--- src/rtl/tod_pkg.sv ---
package tod_pkg;

    typedef struct packed {
        logic [8:0] day;
        logic [4:0] hour;
        logic [5:0] min;
        logic [5:0] sec;
    } tod_sec_t;

    localparam tod_sec_t TOD_EPOCH = '{day: 9'd1, hour: 5'd0, min: 6'd0, sec: 6'd0};

    function automatic logic [8:0] last_day(input logic leap);
        return leap ? 9'd366 : 9'd365;
    endfunction

    // One second forward with all carries resolved at once.
    function automatic tod_sec_t sec_fwd(input tod_sec_t t, input logic leap);
        tod_sec_t r;
        r = t;
        if (t.sec != 6'd59) begin
            r.sec = t.sec + 6'd1;
        end else begin
            r.sec = 6'd0;
            if (t.min != 6'd59) begin
                r.min = t.min + 6'd1;
            end else begin
                r.min = 6'd0;
                if (t.hour != 5'd23) begin
                    r.hour = t.hour + 5'd1;
                end else begin
                    r.hour = 5'd0;
                    r.day  = (t.day >= last_day(leap)) ? 9'd1 : t.day + 9'd1;
                end
            end
        end
        return r;
    endfunction

    // One second back with all borrows resolved at once.
    function automatic tod_sec_t sec_back(input tod_sec_t t, input logic leap);
        tod_sec_t r;
        r = t;
        if (t.sec != 6'd0) begin
            r.sec = t.sec - 6'd1;
        end else begin
            r.sec = 6'd59;
            if (t.min != 6'd0) begin
                r.min = t.min - 6'd1;
            end else begin
                r.min = 6'd59;
                if (t.hour != 5'd0) begin
                    r.hour = t.hour - 5'd1;
                end else begin
                    r.hour = 5'd23;
                    r.day  = (t.day <= 9'd1) ? last_day(leap) : t.day - 9'd1;
                end
            end
        end
        return r;
    endfunction

endpackage

--- src/rtl/tod_sync_qualifier.sv ---
module tod_sync_qualifier #(
    parameter int US_PER_SEC = 1_000_000,
    parameter int SYNC_TOL   = 2
) (
    input  logic clk,
    input  logic rst,
    input  logic tick_i,
    input  logic pulse_i,
    output logic valid_o,
    output logic locked_o
);
    localparam int LOSS  = US_PER_SEC + US_PER_SEC / 2;
    localparam int GAP_W = $clog2(LOSS + 1);
    localparam int WIN_LO = US_PER_SEC - SYNC_TOL;
    localparam int WIN_HI = US_PER_SEC + SYNC_TOL;

    logic [GAP_W-1:0] gap_q, gap_d;
    logic             armed_q, locked_q;
    logic             in_win, expire;
    int               span;

    always_comb begin
        span    = int'(gap_q) + int'(tick_i);
        in_win  = (span >= WIN_LO) && (span <= WIN_HI);
        valid_o = pulse_i && armed_q && in_win;
        if (pulse_i)
            gap_d = '0;
        else if (tick_i && (int'(gap_q) != LOSS))
            gap_d = gap_q + GAP_W'(1);
        else
            gap_d = gap_q;
        expire = !pulse_i && (int'(gap_d) == LOSS);
    end

    always_ff @(posedge clk) begin
        if (rst) begin
            gap_q    <= '0;
            armed_q  <= 1'b0;
            locked_q <= 1'b0;
        end else begin
            gap_q <= gap_d;
            if (pulse_i)     armed_q <= 1'b1;
            else if (expire) armed_q <= 1'b0;
            if (valid_o)     locked_q <= 1'b1;
            else if (expire) locked_q <= 1'b0;
        end
    end

    assign locked_o = locked_q;

    // a saturated gap means the reference is declared lost
    p_loss_unlocks_r8: assert property (@(posedge clk) disable iff (rst)
        (int'(gap_q) == LOSS) |-> !locked_q);

    // lock is only ever gained on the cycle after an armed pulse
    p_lock_needs_pulse_r5: assert property (@(posedge clk) disable iff (rst)
        $rose(locked_q) |-> $past(pulse_i && armed_q));

    // the gap restarts after every pulse
    p_gap_restart_r9: assert property (@(posedge clk) disable iff (rst)
        pulse_i |=> (gap_q == '0));

endmodule

--- src/rtl/tod_load_calc.sv ---
module tod_load_calc
    import tod_pkg::*;
#(
    parameter int US_PER_SEC = 1_000_000,
    parameter int OFS_W      = 15,
    localparam int US_W      = $clog2(US_PER_SEC)
) (
    input  tod_sec_t                  ref_i,
    input  logic                      leap_i,
    input  logic signed [OFS_W-1:0]   ofs_i,
    output tod_sec_t                  ld_sec_o,
    output logic [US_W-1:0]           ld_us_o
);
    int ofs;

    always_comb begin
        ofs = int'(ofs_i);
        if (ofs < 0) begin
            ld_sec_o = sec_back(ref_i, leap_i);
            ld_us_o  = US_W'(US_PER_SEC + ofs);
        end else begin
            ld_sec_o = ref_i;
            ld_us_o  = US_W'(ofs);
        end
    end

endmodule

--- src/rtl/tod_counter.sv ---
module tod_counter
    import tod_pkg::*;
#(
    parameter int US_PER_SEC = 1_000_000,
    localparam int US_W      = $clog2(US_PER_SEC),
    localparam int US_MAX    = US_PER_SEC - 1
) (
    input  logic            clk,
    input  logic            rst,
    input  logic            tick_i,
    input  logic            load_i,
    input  logic            leap_i,
    input  tod_sec_t        ld_sec_i,
    input  logic [US_W-1:0] ld_us_i,
    output tod_sec_t        sec_o,
    output logic [US_W-1:0] us_o
);
    tod_sec_t        sec_q;
    logic [US_W-1:0] us_q;
    logic            us_wrap;

    assign us_wrap = (us_q == US_W'(US_MAX));

    always_ff @(posedge clk) begin
        if (rst) begin
            sec_q <= TOD_EPOCH;
            us_q  <= '0;
        end else if (load_i) begin
            sec_q <= ld_sec_i;
            us_q  <= ld_us_i;
        end else if (tick_i) begin
            if (us_wrap) begin
                us_q  <= '0;
                sec_q <= sec_fwd(sec_q, leap_i);
            end else begin
                us_q <= us_q + US_W'(1);
            end
        end
    end

    assign sec_o = sec_q;
    assign us_o  = us_q;

    // microsecond field never leaves its range
    p_us_range_r1: assert property (@(posedge clk) disable iff (rst)
        int'(us_q) < US_PER_SEC);

    // coarse fields stay legal (given legal reference values)
    p_field_range_r2: assert property (@(posedge clk) disable iff (rst)
        (sec_q.sec < 6'd60) && (sec_q.min < 6'd60) && (sec_q.hour < 5'd24)
        && (sec_q.day >= 9'd1) && (sec_q.day <= 9'd366));

    // a plain tick adds one and leaves the coarse fields alone
    p_us_step_r1: assert property (@(posedge clk) disable iff (rst)
        (!load_i && tick_i && !us_wrap) |=>
            (us_q == $past(us_q) + US_W'(1)) && $stable(sec_q));

    // the wrap tick carries into the seconds in the same cycle
    p_carry_same_cycle_r2: assert property (@(posedge clk) disable iff (rst)
        (!load_i && tick_i && us_wrap) |=> (us_q == '0) && (sec_q != $past(sec_q)));

    // nothing moves without a tick or a load
    p_hold_r10: assert property (@(posedge clk) disable iff (rst)
        (!load_i && !tick_i) |=> $stable(us_q) && $stable(sec_q));

endmodule

--- src/rtl/tod_disciplined_clock.sv ---
module tod_disciplined_clock
    import tod_pkg::*;
#(
    parameter int US_PER_SEC = 1_000_000,
    parameter int SYNC_TOL   = 2,
    parameter int OFS_W      = 15,
    localparam int US_W      = $clog2(US_PER_SEC)
) (
    input  logic                    clk,
    input  logic                    rst,
    input  logic                    tick_us_i,
    input  logic                    ref_pps_i,
    input  logic [8:0]              ref_day_i,
    input  logic [4:0]              ref_hour_i,
    input  logic [5:0]              ref_min_i,
    input  logic [5:0]              ref_sec_i,
    input  logic                    leap_year_i,
    input  logic signed [OFS_W-1:0] delay_ofs_i,
    output logic [8:0]              day_o,
    output logic [4:0]              hour_o,
    output logic [5:0]              min_o,
    output logic [5:0]              sec_o,
    output logic [US_W-1:0]         usec_o,
    output logic                    locked_o
);
    tod_sec_t        ref_time, ld_sec, cur_sec;
    logic [US_W-1:0] ld_us;
    logic            load;

    assign ref_time = '{day: ref_day_i, hour: ref_hour_i, min: ref_min_i, sec: ref_sec_i};

    tod_sync_qualifier #(.US_PER_SEC(US_PER_SEC), .SYNC_TOL(SYNC_TOL)) u_qual (
        .clk      (clk),
        .rst      (rst),
        .tick_i   (tick_us_i),
        .pulse_i  (ref_pps_i),
        .valid_o  (load),
        .locked_o (locked_o)
    );

    tod_load_calc #(.US_PER_SEC(US_PER_SEC), .OFS_W(OFS_W)) u_ldc (
        .ref_i    (ref_time),
        .leap_i   (leap_year_i),
        .ofs_i    (delay_ofs_i),
        .ld_sec_o (ld_sec),
        .ld_us_o  (ld_us)
    );

    tod_counter #(.US_PER_SEC(US_PER_SEC)) u_cnt (
        .clk      (clk),
        .rst      (rst),
        .tick_i   (tick_us_i),
        .load_i   (load),
        .leap_i   (leap_year_i),
        .ld_sec_i (ld_sec),
        .ld_us_i  (ld_us),
        .sec_o    (cur_sec),
        .us_o     (usec_o)
    );

    assign day_o  = cur_sec.day;
    assign hour_o = cur_sec.hour;
    assign min_o  = cur_sec.min;
    assign sec_o  = cur_sec.sec;

    // a load always leaves the clock locked
    p_load_locks_r6: assert property (@(posedge clk) disable iff (rst)
        load |=> locked_o);

endmodule

--- config.mk ---
export PLATFORM = sky130hd
export DESIGN_NAME = tod_disciplined_clock
export DESIGN_NICKNAME = d
export VERILOG_FILES = /design/src/rtl/tod_pkg.sv /design/src/rtl/tod_sync_qualifier.sv /design/src/rtl/tod_load_calc.sv /design/src/rtl/tod_counter.sv /design/src/rtl/tod_disciplined_clock.sv
export SDC_FILE = /design/constraint.sdc
export NUM_CORES = 1
export LEC_CHECK = 0
export ABC_AREA = 1
export BUFFER_PORTS_ARGS = -buffer_cell sky130_fd_sc_hd__buf_2
export CAP_MARGIN = 20
export CELL_PAD_IN_SITES_DETAIL_PLACEMENT = 1
export CELL_PAD_IN_SITES_GLOBAL_PLACEMENT = 1
export CORE_UTILIZATION = 40
export DETAILED_ROUTE_END_ITERATION = 8
export PLACE_DENSITY_LB_ADDON = 0.05
export REMOVE_ABC_BUFFERS = 1
export SETUP_SLACK_MARGIN = 0.1
export SLEW_MARGIN = 20
export SYNTH_ARGS = -nofsm -noshare
export SYNTH_HDL_FRONTEND = slang
export SYNTH_SLANG_ARGS = --single-unit
--- constraint.sdc ---
create_clock -name clk -period 2.99 [get_ports clk]
set_clock_uncertainty 0.05 [all_clocks]
set_input_delay 0.299 -clock clk [delete_from_list [all_inputs] [get_ports clk]]
set_output_delay 0.299 -clock clk [all_outputs]
set_load 0.1 [all_outputs]
# After elaboration in Yosys (flattened, before gate mapping)
# Index checks and enable logic that the tools add are counted.
dict set report word_totals {
  reg_bits 69
  input_bits 46
  out_inout_bits 47
  wordCells 79
}
dict set report classes {
  add_sub_neg 12
  n_lt_le_gt_ge 5
  eq_ne 9
  muxes 28
  n_reduce_logical 17
}
# cell n
set ops {}
lappend ops {{20-bit two-way mux} 6}
lappend ops {{26-bit two-way mux} 4}
lappend ops {{21-bit two-way mux} 2}
lappend ops {{9-bit two-way mux} 4}
lappend ops {{32-bit by 21-bit >= comparator with 1-bit output (second input constant)} 1}
lappend ops {{32-bit by 21-bit less-or-equal comparator with 1-bit output (second input constant)} 1}
lappend ops {{14-bit two-way mux} 2}
lappend ops {{6-bit two-way mux} 4}
lappend ops {{21-bit by 1-bit adder with 22-bit output} 1}
lappend ops {{21-bit by 1-bit adder with 21-bit output (second input constant)} 1}
lappend ops {{21-bit == test (second input constant)} 1}
lappend ops {{21-bit inequality test (second input constant)} 1}
lappend ops {{20-bit by 1-bit adder with 20-bit output (second input constant)} 1}
lappend ops {{20-bit == test (second input constant)} 1}
lappend ops {{17-bit by 15-bit adder with 18-bit output (first input constant)} 1}
lappend ops {{15-bit by 1-bit less-than comparator with 1-bit output (second input constant)} 1}
lappend ops {{6-bit by 1-bit adder with 6-bit output (second input constant)} 2}
lappend ops {{6-bit inequality test (second input constant)} 2}
lappend ops {{6-bit nonzero test} 2}
lappend ops {{6-bit by 1-bit subtractor with 6-bit output (second input constant)} 2}
lappend ops {{5-bit two-way mux} 2}
lappend ops {{9-bit by 1-bit adder with 9-bit output (second input constant)} 1}
lappend ops {{9-bit >= comparator} 1}
lappend ops {{9-bit by 1-bit less-or-equal comparator with 1-bit output (second input constant)} 1}
lappend ops {{15 further kinds} 26}

# Depth between registers and ports, before layout
# Gate-level depths: netlist (run 1).
dict set report logic_depth {
  ltp_word 9
  depth_mapped 22
}

# Modules after synthesis
# Synthesis (run 1) repeated with hierarchy kept, for this count alone.
dict set report unflattened {
  cells_unflattened 1087
  hier_area_um2 6476.2
}
# mod instances cells_per_inst area_each_um2 seq_area_each_um2
set by_module_without_submodules {}
lappend by_module_without_submodules {tod_counter 1 493 3151.8 920.9}
lappend by_module_without_submodules {tod_sync_qualifier 1 388 2214.6 460.4}
lappend by_module_without_submodules {tod_load_calc 1 206 1109.8 0.0}

# Worst setup path before layout (run 1)
# No wires, ideal clock.
dict set report synth_timing {
  path_type {register to register}
  from {register u_cnt.us_q[0] (netlist: u_cnt.us_o[0])}
  to {register u_cnt.us_q[16] (netlist: u_cnt.us_o[16])}
  arrival_time_ns 2.899
  required_time_ns 2.808
  setup_slack_ns -0.091
  path_stages_with_launch 12
  n_path_buf 0
  cell_sequence {dfxtp_1 ha_1 nand3_1 nor2_1 nand2_1 nor3_1 nand3_1 nor3_1 nand2_1 xnor2_1 nand3_1 a21oi_1}
}
dict set report synth_via {
  elab_chain_len 4
}
# item line_no
set synth_rtl {}
lappend synth_rtl {{from (decl)} tod_counter.sv:19} ;# logic [US_W-1:0] us_q;
lappend synth_rtl {{from (signal assigned)} tod_counter.sv:30} ;# us_q <= ld_us_i;
lappend synth_rtl {{from (signal assigned)} tod_counter.sv:36} ;# us_q <= us_q + US_W'(1);
lappend synth_rtl {{20-bit by 1-bit adder with 20-bit output / 20-bit == test (equally long branches)} {tod_counter.sv:36, tod_counter.sv:22}}
lappend synth_rtl {{20-bit two-way mux (*)} tod_counter.sv:32} ;# if (us_wrap) begin
lappend synth_rtl {{20-bit two-way mux (*)} tod_counter.sv:31} ;# end else if (tick_i) begin
lappend synth_rtl {{20-bit two-way mux (*)} tod_counter.sv:28} ;# end else if (load_i) begin
# Mark *: on every way between the ends. The rest lies on a longest branch, timed or not. The select of a mux whose other input is x is not followed.
# A chain may end at the register's enable or synchronous reset.

# Worst setup path after layout (run 1)
dict set report layout_timing {
  from {register u_qual.gap_q[0]}
  to {register u_cnt.sec_q, in the netlist u_cnt.sec_o[1]}
}
dict set report layout_via {
  elab_chain_len 6
}
# item line_no
set layout_rtl {}
lappend layout_rtl {{from (decl)} tod_sync_qualifier.sv:17} ;# logic [GAP_W-1:0] gap_q, gap_d;
lappend layout_rtl {{from (signal assigned)} tod_sync_qualifier.sv:41} ;# gap_q <= gap_d;
lappend layout_rtl {{21-bit by 1-bit adder with 22-bit output (*)} tod_sync_qualifier.sv:23} ;# span = int'(gap_q) + int'(tick_i);
lappend layout_rtl {{32-bit by 21-bit >= comparator with 1-bit output / 32-bit by 21-bit less-or-equal comparator with 1-bit output (equally long branches)} tod_sync_qualifier.sv:24} ;# in_win = (span >= WIN_LO) && (span <= WIN_HI);
lappend layout_rtl {{1-bit logical AND (*)} tod_sync_qualifier.sv:24}
lappend layout_rtl {{1-bit logical AND (*)} tod_sync_qualifier.sv:25} ;# valid_o = pulse_i && armed_q && in_win;
lappend layout_rtl {{2-bit nonzero test (no line)} --}
lappend layout_rtl {{2-bit AND reduction (no line)} --}
lappend layout_rtl {{to (signal assigned)} tod_counter.sv:29} ;# sec_q <= ld_sec_i;
lappend layout_rtl {{to (signal assigned)} tod_counter.sv:34} ;# sec_q <= sec_fwd(sec_q, leap_i);
lappend layout_rtl {{to (decl)} tod_counter.sv:18} ;# tod_sec_t sec_q;
# Mark *: on every way between the ends. The rest lies on a longest branch, timed or not.

==> out/metrics.csv, run 1 <==
metric;value;unit
Area Overhead vs Synth;26.94;%
sequential power share;0.379;
Worst path most repeated cell;nand2_2;
Critical Path Sink Type;register;
Syn. warnings;0;
FMAX;0.3536;GHz
RSZ-0062 raised after global routing;true;
gr usage total;0.2798;
first-pass GRT wire length;35760;µm
launching element type of the critical path;register;
height of the die;127.0;µm
Peak VDD IR;0.2686;mV
CTS buffer count;9;
fraction of registers with async set/reset;0;
status;complete, no violations;
Final Critical Period;2828;ps
CP max FO;7;
Root Driver;clkbuf_16;
Sink Count;69;
largest net degree at the start of global routing;35;
final setup vio count;0;
remaining antenna violation count;0;
type of the worst setup path;reg2reg;
Die ar.;0.01613;mm²
Avg WL per Cell;16.64;µm
met3 wire length;1059;µm
Worst EP arrival;3000;ps
r2r setup slk;160;ps
MaxCap Viol Count;0;
Worst Setup EP;u_cnt.sec_o[1];
Place WS;-125.9;ps
total power;2.535;mW
fin worst setup slack;162.1;ps
Critical Path Max Stage Delay;350;ps
total grt overflow;0;
CTS H-tree depth;3;
Final Hold Viols;0;
reg2reg path depth;19;
die width;127.0;µm
hold crit path type;in2reg;
Clk pin slew, worst setup/hold paths;60;ps
ratio of final minimum period to clock period;0.9458;
layout cell share with drive strength beyond 1;0.2051;
CP Data Required Time;3160;ps
top_reg_cell synth;dfxtp_1;
FF-to-FF Start;u_qual.gap_q[0];
number of synthesized flops with an enable pin;0;
clk buf depth;2;
initial antenna violation count;0;
final WL;23240;µm
WL met2;11170;µm
Worst slew margin;0.6002;
Detail Placement HPWL;17550;µm
vias in the first global route;7163;
DRT Pass-1 Iters;5;
Internal;1.829;mW
pwr/cell area;319.4;mW/mm²
1st-iter DRT viols;280;
Residual DRC;0;
hold-fix buffers at CTS;0;
Lkg Pwr;3.748;nW
Syn Area/Cell;5.849;µm²
Metal-1 WL;10660;µm
Max Used Layer;met4;
CTS tree;done;
worst-margin pin slew;597.6;ps
core box area;0.01520;mm²
crit-path cells;ha_4 > buf_4 > nand3_2 > nor2_4 > nand3_1 > nand2_1 > nand2_2 > nor2_4 > nand2_2 > o21ai_4 > nand2_2 > nand2_4 > nand3_4 > buf_12 > buf_4 > nand2_1 > o21ai_2 > inv_1 > a21oi_2;
Mapped Area;0.006252;mm²
switching power;0.7064;mW
post-synthesis sequential area ratio;0.2209;
worst skew pair latency;340;ps
Core Rows;45;
initial core utilization;0.4113;
CP max stage cell;dfxtp_2;
DR vias/cell;5.369;
Nets;1267;
#FFs+latches synth;69;
I/O Buffers;92;
GP Congestion;0.9424;
Switching Fraction;0.2787;
Pins Over Slew Limit;0;
crit path from;u_qual.gap_q[0];
via count;7501;
Synth cell types;44;
Antenna Cells;0;
Clk pwr share;0.475;
I/O pins;93;
Logic pwr share;0.146;
Syn Inst Count;1069;
RR Endpoint;u_cnt.sec_o[1];
[worst min path at each step]
stage	cells after the start	to	start
after floorplan	1	u_cnt.sec_o[7]	rst
after global routing	5	u_cnt.us_o[2]	delay_ofs_i[2]
after global placement	2	u_qual.locked_o	u_qual.locked_o
after detailed placement	2	u_qual.armed_q	u_qual.armed_q
after CTS	5	u_cnt.us_o[5]	delay_ofs_i[5]
final	5	u_cnt.us_o[3]	delay_ofs_i[3]
[synth_stat cells (6+ instances only)]
| library cell | count | area (µm²) |
|---|---|---|
| a21oi_1 | 34 | 170.2 |
| nand2_1 | 243 | 912.1 |
| o21ai_1 | 16 | 80.08 |
| xnor2_1 | 11 | 96.34 |
| inv_1 | 144 | 540.5 |
| o211ai_1 | 6 | 45.04 |
| o21ai_0 | 55 | 275.3 |
| buf_2 | 10 | 50.05 |
| a21oi_2 | 6 | 52.55 |
| clkbuf_1 | 12 | 45.04 |
| nor2_1 | 184 | 690.7 |
| ha_1 | 17 | 212.7 |
| nand4_1 | 35 | 219.0 |
| buf_6 | 6 | 67.56 |
| nor2_2 | 9 | 56.30 |
| nor3_1 | 27 | 135.1 |
| nand3_1 | 93 | 465.5 |
| xor2_1 | 40 | 350.3 |
| dfxtp_1 | 69 | 1381 |
| nand2_2 | 7 | 43.79 |
[per-layer routing]
metal | vias to the layer above | global-route usage
met1 | 3603 | 0.3595
met3 | 30 | 0.04313
li1 | 3703 | -
met4 | 0 | 0.06793
met5 | - | 0
met2 | 165 | 0.4897
[worst max-delay path, delay by kind of cell (launching register included)]
family | cells | cell delay [ps]
AO/OA/AOI/OAI | 3 | 320
adder cells (fa/ha/maj) | 1 | 140
buffers and inverters | 4 | 560
flip-flops | 1 | 350
AND/OR/NAND/NOR | 11 | 1260
[cell families (layout without fill, tap and decap cells)]
group	after synthesis	in the layout	share of synthesized area
flip-flops	69	69	0.2209
AO/OA/AOI/OAI	131	132	0.1201
buffers and inverters	180	317	0.1193
adder cells (fa/ha/maj)	17	17	0.03402
AND/OR/NAND/NOR	621	623	0.4343
XOR/XNOR	51	51	0.07144
[stage by stage]
stage | area, µm² | hold WS (ps) | instances | util | TNS [ps]
6_report | 7936 | 260.2 | 1397 | 0.5221 | 0
2_1_floorplan | 6055 | 318.1 | 1035 | - | -4091
4_1_cts | 7525 | 242.4 | 1381 | 0.4950 | 0
3_5_place_dp | 7163 | 414.7 | 1365 | 0.4712 | -1035
5_1_grt | 7936 | 272.8 | 1397 | 0.5221 | 0
3_3_place_gp | 7163 | 398.6 | 1365 | 0.4712 | -102.9
[sequential cells by signal, summed over array words and instances, names as in the netlist]
register,flops
u_cnt.sec_o,26
u_qual.locked_o,1
u_qual.armed_q,1
u_cnt.us_o,20
u_qual.gap_q,21
[cell usage in the layout, fill, tap and decap left out, types with 27 or more instances in the layout]
cell	instances
nand2_1	233
nor2_1	176
inv_1	141
buf_2	92
nand3_1	91
dfxtp_1	62
buf_4	52
o21ai_0	50
xor2_1	40
nand4_1	35
a21oi_1	32
nor3_1	27
[power by group through the flow]
stage	combinational, mW	clock (mW)	sequential [mW]
2_1_floorplan	0.147	0	1.04
3_3_place_gp	0.344	0	0.979
3_5_place_dp	0.350	0	0.979
4_1_cts	0.353	1.22	0.959
5_1_grt	0.406	1.25	0.963
6_report	0.371	1.20	0.961
[repair_timing]
action | in CTS | in global routing
setup buffers | 0 | 9
setup endpoints to repair | 35 | 48
pin swaps | 0 | 12
cloned | 0 | 7
resized for setup | 6 | 62
[final cells by class]
cell class | count | area [µm²]
inverters | 146 | 554.3
multi-input cells | 823 | 4357
clock buffers | 12 | 256.5
flip-flops and latches | 69 | 1390
well taps | 188 | 235.2
clock inverters | 4 | 70.07
repair buffers | 155 | 1074
fillers | 2151 | 7266
No activity file was read; power rests on OpenSTA's default activity.
==> run 2: changes to the inputs <==
- ABC_AREA: 1 -> default
- CORE_UTILIZATION: 40 -> 42
==> out/metrics.csv, run 2 <==
metric;value;unit;change
fin worst setup slack;-188.0;ps;-350.1 ps
type of the worst setup path;reg2reg;;
Die ar.;0.01369;mm²;-15%
remaining antenna violation count;0;;unchanged
Core Rows;41;;-8.9%
synth cell count leaders;104 x nor2_1, 69 x dfxtp_1, 51 x nand2_1;;
layout cell share with drive strength beyond 1;0.3958;;+0.1907
Detail Placement HPWL;14810;µm;-16%
status;complete, but fails checks;;
Peak VDD IR;0.2562;mV;-4.6%
height of the die;117.0;µm;-7.9%
post-synthesis mux area share;0.02027;;+0.02027
vias in the first global route;6436;;-10%
main combinational cell family by area after synthesis;simple AND/OR/NAND/NOR gates;;
number of fillers in the final layout;1521;;-29%
top cell type's share of synthesized area;0.2487;;+0.02777
cell area after layout;0.007994;mm²;+0.73%
GP Congestion;0.9254;;-1.8%
Nets;965;;-24%
Root Driver;clkbuf_16;;
Residual DRC;0;;unchanged
Final Critical Period;3178;ps;+350.1 ps
Final Hold Viols;0;;unchanged
r2r setup slk;-190;ps;-350 ps
core box area;0.01277;mm²;-16%
DRT Pass-1 Iters;4;;-1
total grt overflow;0;;unchanged
via count;6894;;-8.1%
Critical Path Sink Type;register;;
number of synthesized flops with an enable pin;0;;unchanged
worst-margin pin slew;687.8;ps;+90.20 ps
CTS tree;done;;
Antenna Cells;0;;unchanged
1st-iter DRT viols;591;;+110%
pwr/cell area;282.6;mW/mm²;-12%
clk buf depth;2;;unchanged
Pins Over Slew Limit;0;;unchanged
Worst Hold Margin;197.1;ps;-63.11 ps
Worst slew margin;0.5372;;-0.06300
DR vias/cell;6.389;;+19%
CTS buffer count;9;;unchanged
initial core utilization;0.4348;;+0.02354
CP Data Required Time;3190;ps;+30 ps
register area;0.001415;mm²;+1.8%
CP max FO;8;;+1
first-pass GRT wire length;32330;µm;-9.6%
Syn Inst Count;726;;-32%
failing checks;setup timing;;
worst skew pair latency;350;ps;about the same
FMAX;0.3147;GHz;-11%
top_reg_cell synth;dfxtp_1;;
Synth cell types;86;;+95%
#FFs+latches synth;69;;unchanged
Sink Count;69;;unchanged
commonest non-fill, non-tap cell in the layout;buf_4;;
initial antenna violation count;0;;unchanged
area of the multi-input gates;0.004478;mm²;+2.8%
ratio of final minimum period to clock period;1.063;;+0.1171
Critical Path Max Stage Delay;420;ps;+70 ps
Worst EP arrival;3370;ps;+370 ps
I/O pins;93;;unchanged
Layout Cells excl Fill;1079;;-23%
CTS H-tree depth;3;;unchanged
commonest non-fill, non-tap cells in the layout;94 x buf_4, 93 x nor2_1, 92 x buf_2;;
Placed Cells;1029;;-25%
Compound-Gate Fraction of Synth Area;0.2064;;+0.08628
post-synthesis sequential area ratio;0.2487;;+0.02777
Clk pin slew, worst setup/hold paths;60;ps;about the same
final setup vio count;44;;+44
fraction of registers with async set/reset;0;;unchanged
CP max stage cell;and4b_4;;
launching element type of the critical path;register;;
hold crit path type;in2reg;;
gr usage total;0.3039;;+0.02411
post-synthesis simple-gate area fraction;0.3384;;-0.09590
Avg WL per Cell;24.36;µm;+46%
placed cell area;0.006604;mm²;-7.8%
Mapped Area;0.005554;mm²;-11%
max FFs per register;26;;unchanged
Syn. warnings;0;;unchanged
Lkg Pwr;3.120;nW;-17%
die width;117.0;µm;-7.9%
largest net degree at the start of global routing;23;;-34%
I/O Buffers;92;;unchanged
Area Overhead vs Synth;43.93;%;
MaxCap Viol Count;0;;unchanged
Adder-Cell Fraction of Synth Area;0.03830;;+0.004277
RSZ-0062 raised after global routing;true;;
area leader, netlist;dfxtp_1;;
Synth Area in XOR/XNOR;0.08673;;+0.01529
count leader, synth;nor2_1;;
Area contributors post-synth;dfxtp_1 25%, nor2_1 7.0%, xnor2_1 4.9%;;
Syn Area/Cell;7.650;µm²;+31%
final WL;26290;µm;+13%
crit-path cells;nand4_1 > buf_4 > nor4_4 > buf_4 > xnor2_2 > nand4_1 > nor4_2 > and4b_4 > clkbuf_16 > a21oi_1 > o21ba_2;;
[run 2: routing by layer]
metal	track usage	wire [µm]	part of all wire
met1	0.3786	10440	0.40
met5	0	0	0
met2	0.5404	13120	0.50
met4	0.1046	1222	0.046
met3	0.03708	1509	0.057
[run 2: logic make-up (layout without fill, tap and decap cells)]
kind of cell | after synthesis | count (layout)
adders and majority gates | 17 | 17
and+or+nand+nor | 349 | 349
xor gates and xnor gates | 55 | 55
buffers and inverters | 67 | 248
AOI/OAI and AO/OA | 158 | 158
muxes | 11 | 11
DFF | 69 | 69
[run 2: what timing repair did]
item / in CTS / in global routing
resized for setup: 36 / 122
cloned: 1 / 4
setup buffers: 7 / 25
hold buffers: 0 / 0
pin swaps: 12 / 55
setup endpoints to repair: 46 / 47
[run 2: worst max-delay path, delay by kind of cell (launching register included)]
family,cells,cell delay [ps]
AND/OR/NAND/NOR,5,1550
flip-flops,1,370
buffers and inverters,3,640
AO/OA/AOI/OAI,2,270
XOR/XNOR,1,190
[run 2: path summary, 6_finish.rpt]
kind                        start         endpoint  cells after the start
setup / recovery  u_qual.gap_q[8]   u_cnt.us_o[14]                     11
hold / removal     delay_ofs_i[3]    u_cnt.us_o[3]                      3
hold reg to reg   u_qual.locked_o  u_qual.locked_o                      2
setup reg to reg  u_qual.gap_q[8]   u_cnt.us_o[14]                     11
[run 2: per-stage QoR]
| stage | TNS (ps) | utilization | total power [mW] | setup slack (ps) |
|---|---|---|---|---|
| 3_5_place_dp | -7078 | 0.5170 | 1.153 | -257.6 |
| 2_1_floorplan | -21100 | - | 1.045 | -686.2 |
| 3_3_place_gp | -3343 | 0.5170 | 1.145 | -154.5 |
| 5_1_grt | -11670 | 0.6258 | 2.322 | -324.4 |
| 4_1_cts | 0 | 0.5573 | 2.222 | 107.7 |
| 6_report | -5381 | 0.6258 | 2.259 | -188.0 |
[run 2: report_power, final]
part | leakage, nW | internal [mW] | total (mW) | switching [mW]
sequential | 0.565 | 0.918 | 0.925 | 0.00663
combinational | 2.41 | 0.0793 | 0.235 | 0.156
clock | 0.148 | 0.650 | 1.10 | 0.449
[run 2: layout make-up]
cell class	instances	area share
Inverter	25	0.01205
Clock buffer	13	0.03506
Clock inverter	3	0.002191
Tap cell	172	0.02692
Sequential cell	69	0.1770
Timing Repair Buffer	207	0.1866
Multi-Input combinational cell	590	0.5602
==> run 3: changes to the inputs <==
- REMOVE_ABC_BUFFERS: 1 -> default
==> out/metrics.csv, run 3 (synthesis results as in run 2) <==
metric;value;unit;change
final WL;23790;µm;-9.5%
worst-margin pin slew;731.9;ps;+44.14 ps
setup total negative slack;-862.4;ps;+4519 ps
Final Critical Period;3079;ps;-98.96 ps
commonest non-fill, non-tap cells in the layout;100 x buf_4, 92 x nor2_1, 92 x buf_2;;
Area Overhead vs Synth;42.49;%;
MaxCap Viol Count;0;;unchanged
ratio of final minimum period to clock period;1.030;;-0.03310
launching element type of the critical path;register;;
CTS tree;done;;
register area;0.001454;mm²;+2.7%
largest net degree at the start of global routing;40;;+74%
core box area;0.01277;mm²;unchanged
Nets;976;;+1.1%
type of the worst setup path;reg2reg;;
CP max FO;4;;-4
Pins Over Slew Limit;0;;unchanged
Residual DRC;0;;unchanged
layout cell share with drive strength beyond 1;0.4139;;+0.01813
Antenna Cells;0;;unchanged
I/O Buffers;92;;unchanged
cell area after layout;0.007914;mm²;-1.0%
met3 wire length;952;µm;-37%
number of fillers in the final layout;1578;;+3.7%
DR vias/cell;6.136;;-4.0%
total power;2.201;mW;-2.6%
GP Congestion;0.8990;;-2.9%
max FFs per register;26;;unchanged
Clk pin slew, worst setup/hold paths;60;ps;about the same
Metal-1 WL;9742;µm;-6.7%
Final Hold Viols;0;;unchanged
clk buf depth;2;;unchanged
die width;117.0;µm;unchanged
Hold Crit Endpoint;u_qual.gap_q[17];;
WL met2;12060;µm;-8.0%
Placed Cells;1030;;+0.097%
syn nets;789;;
failing checks;setup timing;;
reg2reg path depth;12;;+1
DRT Pass-1 Iters;5;;+1
Peak VDD IR;0.2614;mV;+2.0%
RSZ-0062 raised after global routing;true;;
initial antenna violation count;0;;unchanged
remaining antenna violation count;0;;unchanged
via count;6688;;-3.0%
first-pass GRT wire length;33350;µm;+3.1%
Worst EP arrival;3250;ps;-120 ps
area of the multi-input gates;0.004285;mm²;-4.3%
I/O pins;93;;unchanged
CP Data Required Time;3160;ps;-30 ps
CTS buffer count;9;;unchanged
Sink Count;69;;unchanged
Layout Cells excl Fill;1090;;+1.0%
vias in the first global route;6641;;+3.2%
Lkg Pwr;3.118;nW;about the same
1st-iter DRT viols;400;;-32%
FF-to-FF Start;u_qual.gap_q[0];;
status;complete, but fails checks;;
RR Endpoint;u_cnt.us_o[7];;
Core Rows;41;;unchanged
Worst Hold Margin;184.9;ps;-12.20 ps
hold path cells;2;;-1
commonest non-fill, non-tap cell in the layout;buf_4;;
hold-fix buffers at CTS;0;;unchanged
FMAX;0.3248;GHz;+3.2%
r2r setup slk;-90;ps;+100 ps
total grt overflow;0;;unchanged
initial core utilization;0.4348;;unchanged
Avg WL per Cell;21.82;µm;-10%
Max Used Layer;met4;;
fin worst setup slack;-89.02;ps;+98.96 ps
Worst Hold Launch;ref_pps_i;;
Die ar.;0.01369;mm²;unchanged
worst skew pair latency;340;ps;about the same
final setup vio count;28;;-36%
pwr/cell area;278.1;mW/mm²;-1.6%
Root Driver;clkbuf_16;;
Worst slew margin;0.5102;;-0.02708
placed cell area;0.006691;mm²;+1.3%
Detail Placement HPWL;15180;µm;+2.5%
gr usage total;0.3157;;+0.01179
height of the die;117.0;µm;unchanged
CTS H-tree depth;3;;unchanged
hold crit path type;in2reg;;
Critical Path Sink Type;register;;
## run 3: power by group
group          total, mW  internal (mW)  switching [mW]  leakage [nW]
registers          0.926          0.918         0.00790         0.579
logic              0.222         0.0771           0.145          2.40
clock network       1.05          0.612           0.441         0.141
total               2.20           1.61           0.594          3.12
## run 3: worst max path at each step
stage / start / endpoint / slack, ps / depth (start not counted)
5_1_grt: u_qual.gap_q[9] / u_cnt.us_o[6] / -170 / 13
3_5_place_dp: tick_us_i / u_cnt.us_o[10] / -160 / 13
6_report: u_qual.gap_q[0] / u_cnt.us_o[7] / -90 / 12
4_1_cts: u_qual.gap_q[0] / u_cnt.us_o[10] / 10 / 13
3_3_place_gp: tick_us_i / u_cnt.us_o[10] / -120 / 13
2_1_floorplan: u_qual.gap_q[0] / u_cnt.us_o[10] / 110 / 13
## run 3: final cells by class
cell class                 count  area share
inverter                      25     0.01217
timing repair buffer         218      0.1992
tap                          172     0.02719
clock buffer                  11     0.03209
multi-input combinational    590      0.5415
clock inverter                 5    0.004111
sequential                    69      0.1837
## run 3: layer usage
metal,GRT usage,vias to the layer above
met4,0.1426,0
met3,0.04943,87
li1,-,3065
met1,0.3671,3324
met2,0.5700,212
met5,0,-
## run 3: critical path, cell delays in order, from the launching register on
cell	delay, ps
dfxtp_4	350
ha_4	170
ha_4	170
inv_4	50
or4_4	540
xnor2_2	160
o2111a_1	140
buf_4	140
buf_4	120
nor3_1	210
o2111ai_1	250
nor4b_1	220
or3_1	390
## run 3: through the flow
stage / worst slack (ps) / utilization
2_1_floorplan: 107.7 / -
3_3_place_gp: -118.7 / 0.5239
3_5_place_dp: -155.8 / 0.5239
4_1_cts: 14.22 / 0.5839
5_1_grt: -172.6 / 0.6196
6_report: -89.02 / 0.6196
## run 3: repair_timing
item | in CTS | in global routing
buffers inserted | 25 | 15
pin swaps | 22 | 39
gates cloned | 3 | 2
setup endpoints to repair | 41 | 47
gates resized for setup | 53 | 75
hold endpoints to repair | 0 | 0
